### config.mk
export PLATFORM = sky130hd
export DESIGN_NAME = palette_mode_regs
export DESIGN_NICKNAME = d
export VERILOG_FILES = /design/src/rtl/pmr_pkg.sv /design/src/rtl/pmr_decode.sv /design/src/rtl/pmr_palette.sv /design/src/rtl/pmr_mode.sv /design/src/rtl/palette_mode_regs.sv
export SDC_FILE = /design/constraint.sdc
export NUM_CORES = 1
export LEC_CHECK = 0
export BUFFER_PORTS_ARGS = -buffer_cell sky130_fd_sc_hd__buf_2
export CAP_MARGIN = 20
export CORE_ASPECT_RATIO = 1.4
export CORE_MARGIN = 1.5
export CORE_UTILIZATION = 53
export CTS_CLUSTER_SIZE = 20
export DETAILED_ROUTE_END_ITERATION = 16
export GPL_ROUTABILITY_DRIVEN = 0
export PLACE_DENSITY = 0.81
export SETUP_SLACK_MARGIN = 0.1
export SLEW_MARGIN = 15
export SYNTH_ARGS = -nofsm -noshare
export SYNTH_HDL_FRONTEND = slang
export SYNTH_HIERARCHICAL = 1
export SYNTH_SLANG_ARGS = --single-unit
### constraint.sdc
create_clock -name clk -period 3.3 [get_ports clk]
set_clock_uncertainty 0.1 [all_clocks]
set_input_delay 0.495 -clock clk [delete_from_list [all_inputs] [get_ports clk]]
set_output_delay 0.495 -clock clk [all_outputs]
set_load 0.01 [all_outputs]
### src/rtl/pmr_pkg.sv
// Package: command classes and sizes shared by the palette/mode block.
// Assumes 8-bit command bytes whose class sits in bits 7:6.
package pmr_pkg;
    localparam int CMD_W   = 8;
    localparam int COLOR_W = 5;
    localparam int MODE_W  = 2;

    typedef enum logic [1:0] {
        CMD_PEN_SEL = 2'b00,
        CMD_COLOR   = 2'b01,
        CMD_MODE    = 2'b10,
        CMD_NOP     = 2'b11
    } cmd_kind_t;
endpackage

### src/rtl/pmr_decode.sv
// Command decoder: splits a strobed command byte into per-function write
// enables and operand fields. Purely combinational; assumes one byte per strobe.
module pmr_decode
    import pmr_pkg::*;
(
    input  logic                cmd_we,
    input  logic [CMD_W-1:0]    cmd_byte,
    output logic                pen_sel_we,
    output logic                color_we,
    output logic                mode_we,
    output logic                sel_border,
    output logic [3:0]          sel_pen,
    output logic [COLOR_W-1:0]  color_val,
    output logic [MODE_W-1:0]   mode_val,
    output logic                rom_off,
    output logic                irq_req
);
    cmd_kind_t kind;
    logic      unused_bit5;

    // Class the byte from its top two bits and gate with the strobe.
    always_comb begin
        kind       = cmd_kind_t'(cmd_byte[7:6]);
        pen_sel_we = cmd_we && (kind == CMD_PEN_SEL);
        color_we   = cmd_we && (kind == CMD_COLOR);
        mode_we    = cmd_we && (kind == CMD_MODE);
    end

    // Operand fields; each consumer reads only the fields of its own class.
    always_comb begin
        sel_border = cmd_byte[4];
        sel_pen    = cmd_byte[3:0];
        color_val  = cmd_byte[COLOR_W-1:0];
        mode_val   = cmd_byte[MODE_W-1:0];
        rom_off    = cmd_byte[2];
        irq_req    = cmd_byte[4];
    end

    assign unused_bit5 = cmd_byte[5];
endmodule

### src/rtl/pmr_palette.sv
// Palette store: a pointer register plus NUM_PENS pen entries and one border
// entry. Lookups are combinational. The pen index is masked by the active mode.
// Assumes the border entry sits at index NUM_PENS.
module pmr_palette
    import pmr_pkg::*;
#(
    parameter int NUM_PENS = 16
) (
    input  logic                         clk,
    input  logic                         rst_n,
    input  logic                         pen_sel_we,
    input  logic                         color_we,
    input  logic                         sel_border,
    input  logic [$clog2(NUM_PENS)-1:0]  sel_pen,
    input  logic [COLOR_W-1:0]           color_val,
    input  logic [MODE_W-1:0]            mode_active,
    input  logic [$clog2(NUM_PENS)-1:0]  pen_idx,
    output logic [COLOR_W-1:0]           pen_color,
    output logic [COLOR_W-1:0]           border_color
);
    localparam int IDX_W   = $clog2(NUM_PENS);
    localparam int ENTRIES = NUM_PENS + 1;
    localparam int PTR_W   = $clog2(ENTRIES);
    localparam logic [PTR_W-1:0] BORDER_PTR = PTR_W'(NUM_PENS);
    localparam logic [IDX_W-1:0] MASK_M1    = IDX_W'(3);
    localparam logic [IDX_W-1:0] MASK_M2    = IDX_W'(1);

    logic [PTR_W-1:0]   ptr;
    logic [COLOR_W-1:0] pal [ENTRIES];
    logic [IDX_W-1:0]   idx_mask;

    // Pointer: follows pen-select commands, holds otherwise.
    always_ff @(posedge clk) begin
        if (!rst_n)
            ptr <= '0;
        else if (pen_sel_we)
            ptr <= sel_border ? BORDER_PTR : PTR_W'(sel_pen);
    end

    // One register per entry, written when it is the pointed-at entry.
    for (genvar e = 0; e < ENTRIES; e++) begin : g_entry
        always_ff @(posedge clk) begin
            if (!rst_n)
                pal[e] <= '0;
            else if (color_we && (ptr == PTR_W'(e)))
                pal[e] <= color_val;
        end
    end

    // Index mask from the number of pens the active mode allows.
    always_comb begin
        case (mode_active)
            2'd1:    idx_mask = MASK_M1;
            2'd2:    idx_mask = MASK_M2;
            default: idx_mask = '1;
        endcase
    end

    assign pen_color    = pal[PTR_W'(pen_idx & idx_mask)];
    assign border_color = pal[NUM_PENS];

    AST_PTR_RANGE: assert property (@(posedge clk) disable iff (!rst_n)
        ptr <= BORDER_PTR);
    AST_BORDER_HOLD: assert property (@(posedge clk) disable iff (!rst_n)
        !color_we |=> $stable(border_color));
    AST_PTR_HOLD: assert property (@(posedge clk) disable iff (!rst_n)
        !pen_sel_we |=> $stable(ptr));
endmodule

### src/rtl/pmr_mode.sv
// Mode and ROM control: staged mode promoted on an hsync rise, the lower-ROM
// enable with read steering, and a one-cycle interrupt-control pulse.
// Assumes hsync is synchronous to clk.
module pmr_mode
    import pmr_pkg::*;
#(
    parameter int ADDR_W   = 16,
    parameter int ROM_SIZE = 16384
) (
    input  logic              clk,
    input  logic              rst_n,
    input  logic              mode_we,
    input  logic [MODE_W-1:0] mode_val,
    input  logic              rom_off,
    input  logic              irq_req,
    input  logic              hsync,
    input  logic              mem_rd,
    input  logic [ADDR_W-1:0] mem_addr,
    output logic [MODE_W-1:0] mode_active,
    output logic [MODE_W-1:0] mode_pending,
    output logic              rom_lo_en,
    output logic              rom_read_sel,
    output logic              irq_ctl_pulse
);
    localparam logic [MODE_W-1:0] RESET_MODE = MODE_W'(1);
    localparam logic [ADDR_W-1:0] ROM_TOP    = ADDR_W'(ROM_SIZE);

    logic hsync_q;
    logic hs_rise;

    assign hs_rise = hsync && !hsync_q;

    // Previous hsync sample for edge detection.
    always_ff @(posedge clk) begin
        if (!rst_n) hsync_q <= 1'b0;
        else        hsync_q <= hsync;
    end

    // Staged mode loads on a write; active mode loads on an hsync rise.
    always_ff @(posedge clk) begin
        if (!rst_n) begin
            mode_pending <= RESET_MODE;
            mode_active  <= RESET_MODE;
        end else begin
            if (mode_we) mode_pending <= mode_val;
            if (hs_rise) mode_active  <= mode_pending;
        end
    end

    // Lower-ROM enable (bit clear means enabled) and the request pulse.
    always_ff @(posedge clk) begin
        if (!rst_n) begin
            rom_lo_en     <= 1'b1;
            irq_ctl_pulse <= 1'b0;
        end else begin
            if (mode_we) rom_lo_en <= !rom_off;
            irq_ctl_pulse <= mode_we && irq_req;
        end
    end

    // Read steering: only reads inside the ROM window go to ROM.
    assign rom_read_sel = mem_rd && rom_lo_en && (mem_addr < ROM_TOP);

    AST_MODE_HOLD: assert property (@(posedge clk) disable iff (!rst_n)
        !hs_rise |=> $stable(mode_active));
    AST_MODE_LOAD: assert property (@(posedge clk) disable iff (!rst_n)
        hs_rise |=> (mode_active == $past(mode_pending)));
    AST_ROM_HOLD: assert property (@(posedge clk) disable iff (!rst_n)
        !mode_we |=> $stable(rom_lo_en));
    AST_IRQ_SOURCE: assert property (@(posedge clk) disable iff (!rst_n)
        irq_ctl_pulse |-> $past(mode_we && irq_req));
endmodule

### src/rtl/palette_mode_regs.sv
// Top: command decoder, palette store and mode/ROM control.
// Assumes commands and hsync are synchronous to clk.
module palette_mode_regs
    import pmr_pkg::*;
#(
    parameter int NUM_PENS = 16,
    parameter int ADDR_W   = 16,
    parameter int ROM_SIZE = 16384
) (
    input  logic                         clk,
    input  logic                         rst_n,
    input  logic                         cmd_we,
    input  logic [CMD_W-1:0]             cmd_byte,
    input  logic                         hsync,
    input  logic [$clog2(NUM_PENS)-1:0]  pen_idx,
    output logic [COLOR_W-1:0]           pen_color,
    output logic [COLOR_W-1:0]           border_color,
    output logic [MODE_W-1:0]            mode_active,
    output logic [MODE_W-1:0]            mode_pending,
    input  logic                         mem_rd,
    input  logic [ADDR_W-1:0]            mem_addr,
    output logic                         rom_lo_en,
    output logic                         rom_read_sel,
    output logic                         irq_ctl_pulse
);
    localparam int IDX_W = $clog2(NUM_PENS);

    logic               pen_sel_we, color_we, mode_we;
    logic               sel_border, rom_off, irq_req;
    logic [3:0]         sel_pen;
    logic [COLOR_W-1:0] color_val;
    logic [MODE_W-1:0]  mode_val;

    pmr_decode u_decode (
        .cmd_we     (cmd_we),
        .cmd_byte   (cmd_byte),
        .pen_sel_we (pen_sel_we),
        .color_we   (color_we),
        .mode_we    (mode_we),
        .sel_border (sel_border),
        .sel_pen    (sel_pen),
        .color_val  (color_val),
        .mode_val   (mode_val),
        .rom_off    (rom_off),
        .irq_req    (irq_req)
    );

    pmr_palette #(.NUM_PENS(NUM_PENS)) u_palette (
        .clk          (clk),
        .rst_n        (rst_n),
        .pen_sel_we   (pen_sel_we),
        .color_we     (color_we),
        .sel_border   (sel_border),
        .sel_pen      (sel_pen[IDX_W-1:0]),
        .color_val    (color_val),
        .mode_active  (mode_active),
        .pen_idx      (pen_idx),
        .pen_color    (pen_color),
        .border_color (border_color)
    );

    pmr_mode #(.ADDR_W(ADDR_W), .ROM_SIZE(ROM_SIZE)) u_mode (
        .clk           (clk),
        .rst_n         (rst_n),
        .mode_we       (mode_we),
        .mode_val      (mode_val),
        .rom_off       (rom_off),
        .irq_req       (irq_req),
        .hsync         (hsync),
        .mem_rd        (mem_rd),
        .mem_addr      (mem_addr),
        .mode_active   (mode_active),
        .mode_pending  (mode_pending),
        .rom_lo_en     (rom_lo_en),
        .rom_read_sel  (rom_read_sel),
        .irq_ctl_pulse (irq_ctl_pulse)
    );
endmodule

# Yosys cells after proc, flatten, opt, wreduce, memory -nomap -nowiden
# Memories as Yosys holds them, arrays and structs flattened.
# Index checks and enable logic that the tools add are counted.
[op_classes] order_cmp=1 n_eq_ne=20 n_mux=71 n_bitwise=18 n_reduce_logical=28
[op_table] op="$mux W5" count=18
[op_table] op="$mux W1" count=52
[op_table] op="$eq A5 B4 Y1 const B" count=8
[op_table] op="$logic_and A1 B1 Y1" count=24
[op_table] op="$eq A5 B3 Y1 const B" count=4
[op_table] op="$or A1 B1 Y1" count=17
[op_table] op="$lt A16 B15 Y1 const B" count=1
[op_table] op="$eq A5 B2 Y1 const B" count=2
[op_table] op="$pmux W4 S2" count=1
[op_table] op="$eq A5 B1 Y1 const B" count=1
[op_table] op="$eq A5 B5 Y1 const B" count=1
[op_table] op="$logic_not A5 Y1" count=1
[op_table] op="$and A4 B4 Y4" count=1
[op_table] op="$eq A2 B1 Y1 const B" count=2
[op_table] op="$eq A2 B2 Y1 const B" count=2
[op_table] op="$logic_not A1 Y1" count=2
[op_table] op="$logic_not A2 Y1" count=1
[totals] regBits=12 mem_bits_rw=85 input_bits=33 out_inout_bits=17 memories=1
[mem_list] name="u_palette.pal" depth=17 word_bits=5 rd=2 rd_ports_with_merged_regs=0 write_ports=17 line="pmr_palette.sv:29" source="logic [COLOR_W-1:0] pal [ENTRIES];"

# Depth between registers and ports, before layout
[depth] depth_word=7 ltp_mapped=8

# Hierarchy
# Netlist, hierarchy kept.
[by_module_without_submodules] module="pmr_palette" n_inst=1 cells_per_inst=323 area_each_um2=4247.8 seq_area_each_um2=2652.5
[by_module_without_submodules] module="pmr_mode" n_inst=1 cells_per_inst=25 area_each_um2=254.0 seq_area_each_um2=140.1
[by_module_without_submodules] module="pmr_decode" n_inst=1 cells_per_inst=17 area_each_um2=135.1 seq_area_each_um2=0.0

# Worst setup path after synthesis
# OpenSTA, ideal clock, no wires.
[synth_path] path_type="flip-flop to output port" from="register u_mode.mode_active[0]" to="output port pen_color[0]" t_arrival_ns=1.706 required_time_ns=2.705 path_slack_ns=0.999 stages_incl_launch_ff=9 cell_sequence="dfxtp_1 inv_1 ha_1 nor2b_1 buf_2 buf_2 mux2i_1 o22ai_1 a211o_1"
[synth_via] elab_chain_cells=4
[synth_lines] item="from (decl)" line="pmr_mode.sv:19" source="output logic [MODE_W-1:0] mode_active,"
[synth_lines] item="from (signal assigned)" line="pmr_mode.sv:46" source="if (hs_rise) mode_active <= mode_pending;"
[synth_lines] item="$eq A2 B2 Y1 / $eq A2 B1 Y1 (equally long branches)" line="pmr_palette.sv:52" source="case (mode_active)"
[synth_lines] item="$pmux W4 S2 (*)" line="pmr_palette.sv:52"
[synth_lines] item="$and A4 B4 Y4 (*)" line="pmr_palette.sv:59" source="assign pen_color = pal[PTR_W'(pen_idx & idx_mask)];"
[synth_lines] item="$mem_v2 Z17 W5 (*)"
[synth_lines] item="to (decl)" line="palette_mode_regs.sv:16" source="output logic [COLOR_W-1:0] pen_color,"
# Mark *: on every way between the ends. The rest lies on a longest branch, timed or not.

# Worst setup path in the final report
[layout_path] from="register u_mode.mode_active[0]" to="output port pen_color[1]"
# Same word-level chain as after synthesis.

==> metrics.yaml <==
status: "completed"
fin_util: 0.596
synth_area_sq_um: 4640
die_y_microns: 114
synthTopCellsByArea: "edfxtp_1, and2_1, mux2i_1, dfxtp_1, buf_4"
tritoncts: "yes"
r2r_cells: 3
antenna_left: 0
final_common_cell: "and2_1"
end_kind: "output port"
finalCriticalPeriod_ns: 3.07
yosysTopAreaCellShare: 0.550
drive_gt1_frac: 0.163
synth_top_area_cell: "edfxtp_1"
synth.distinct_cells: 38
firstDrtPassIters: 5
slew_headroom: 0.460
dpl.cell_count: 481
critPathMaxFanout: 7
hold_depth: 2
drc: 0
nNetsFinal: 421
async_flop_share: 0
met3_usage: 0.0360
syn_nets: 399
criticalPathCategory: "reg -> out"
h-tree-depth: 3
grt_use_met1: 0.267
slew_viol_final: 0
ir_worst_vdd_uv: 300
clk_pin_slew_ns: 0.06
arrival_ns: 2.47
fillers: 630
overflow: 0
cts_buffers: 9
drtIter0Drc: 240
r2r_setup_slack_ns: 1.21
root_buffer: "clkbuf_16"
dp_hpwl_microns: 6510
synthesis.instances: 365
wl_per_cell_microns: 18.7
core_sq_um: 8560
fin_cells: 497
ff_latch_area_sq_um: 2790
ys_ff_latch: 97
antenna_found_initial: 0
globalRoute.busiestLayer: "met2"
syn-mean-instance-area_sq_um: 12.7
yosys_most_used_dff: "edfxtp_1"
hold_class: "in -> reg"
area_delta_synth_final_pct: 10.0
initial_utilization: 0.542
cts_buffer_depth: 2
worst_pin_slew_ns: 0.802
multiInputGateArea_sq_um: 1680
setup_tns_ns: 0
p_leak_nw: 2.01
setup_slack_ns: 0.235
cp_data_required_time_ns: 2.70
grt_use_met2: 0.368
port_buffers: 34
vias: 2881
ys_seq_area_frac: 0.602
synth_edf_count: 85
ios: 50
antenna_cells: 0
dieWidth_microns: 82.1
placementRows: 40
max_freq_mhz: 326
grt_max_degree: 28
powerDensity_nw_per_um2: 509
grt_usage: 0.218
hold_slack_ns: 0.288
clock_latency_ns: 0.34
fin_crit_sh: 0.929
setup_viol_count_final: 0
rsz0062_at_grt: "no"
dieArea_sq_um: 9330
postCtsSetupRepairBufs: 0
dp_worst_setup_slack_ns: 0.578
cts_resized: 0
grt_pass1_wl_microns: 14300
vias_per_cell: 5.80
cts_hold_buf: 0
wl_microns: 9300
yosysWarnings: 6
final-hold-violation-count: 0
layout_common_cells: "and2_1, edfxtp_1, buf_2, mux2i_1, nor2_1"
cap_violations: 0
grt_pass1_vias: 2878
crit_path_start_kind: "register"
cts_sinks: 97
## worst paths after layout
kind / startpoint / end
setup reg to reg: u_palette/ptr[4]$_SDFFE_PN0P_ / u_palette/pal[1][4]$_SDFFCE_PN0P_
hold / removal: hsync / u_mode/hsync_q$_SDFF_PN0_
hold reg to reg: u_mode/mode_active[1]$_SDFFE_PN0P_ / u_mode/mode_active[1]$_SDFFE_PN0P_
setup / recovery: u_mode/mode_active[0]$_SDFFE_PN1P_ / pen_color[1]
## cells by family after synthesis
group,after synthesis,share of synthesized area
and+or+nand+nor,152,0.191
DFF,97,0.602
AOI/OAI and AO/OA,48,0.0642
muxes,38,0.101
buffers and inverters,29,0.0380
adders and majority gates,1,0.00270
## worst max-delay path: stages, from the launching register on
cell and delay [ns]:
dfxtp_1 0.36, inv_1 0.06, ha_1 0.45, nand2_1 0.21, or3_2 0.52, o22ai_1 0.25, a211o_1 0.15, buf_2 0.12
## layer usage
| metal | vias to the layer above | part of all wire | routed length, microns |
|---|---|---|---|
| met5 | - | 0 | 0 |
| li1 | 1355 | - | - |
| met1 | 1374 | 0.38 | 3580 |
| met2 | 132 | 0.52 | 4800 |
| met4 | 0 | 0.030 | 280 |
| met3 | 20 | 0.070 | 647 |
## synthesized netlist by cell type (all sizes together), types with 6 or more instances
| cell type | count |
|---|---|
| a21oi | 6 |
| nor2 | 25 |
| and2 | 88 |
| o22ai | 8 |
| mux2i | 32 |
| nor2b | 9 |
| clkbuf | 6 |
| nand2 | 10 |
| o21ai | 18 |
| buf | 20 |
| dfxtp | 12 |
| mux4 | 6 |
| edfxtp | 85 |
## through the flow
stage	total power [mW]	cell area (sq um)
4_1_cts	2.60	5100
6_report	2.60	5100
2_1_floorplan	1.54	4640
5_1_grt	2.67	5100
3_3_place_gp	1.59	4800
3_5_place_dp	1.60	4800
## state kept, by name, summed over array words and instances (netlist names)
signal	flops
u_palette/pal	85
u_palette/ptr	5
u_mode/mode_active	2
u_mode/mode_pending	2
u_mode/hsync_q	1
u_mode/irq_ctl_pulse	1
u_mode/rom_lo_en	1
## power by group
part | switching [mW] | internal [mW] | leakage [nW]
Sequential | 0.0163 | 1.37 | 0.974
Combinational | 0.114 | 0.0705 | 0.891
Clock | 0.435 | 0.587 | 0.147
Total | 0.566 | 2.03 | 2.01
## area by class of cell
cell class | count | area share
Clock buffer | 9 | 0.0441
Multi-Input combinational cell | 239 | 0.328
Clock inverter | 7 | 0.0137
Inverter | 3 | 0.00221
Tap cell | 105 | 0.0257
Timing Repair Buffer | 37 | 0.0385
Sequential cell | 97 | 0.547
(Power assumes the default switching activity.)
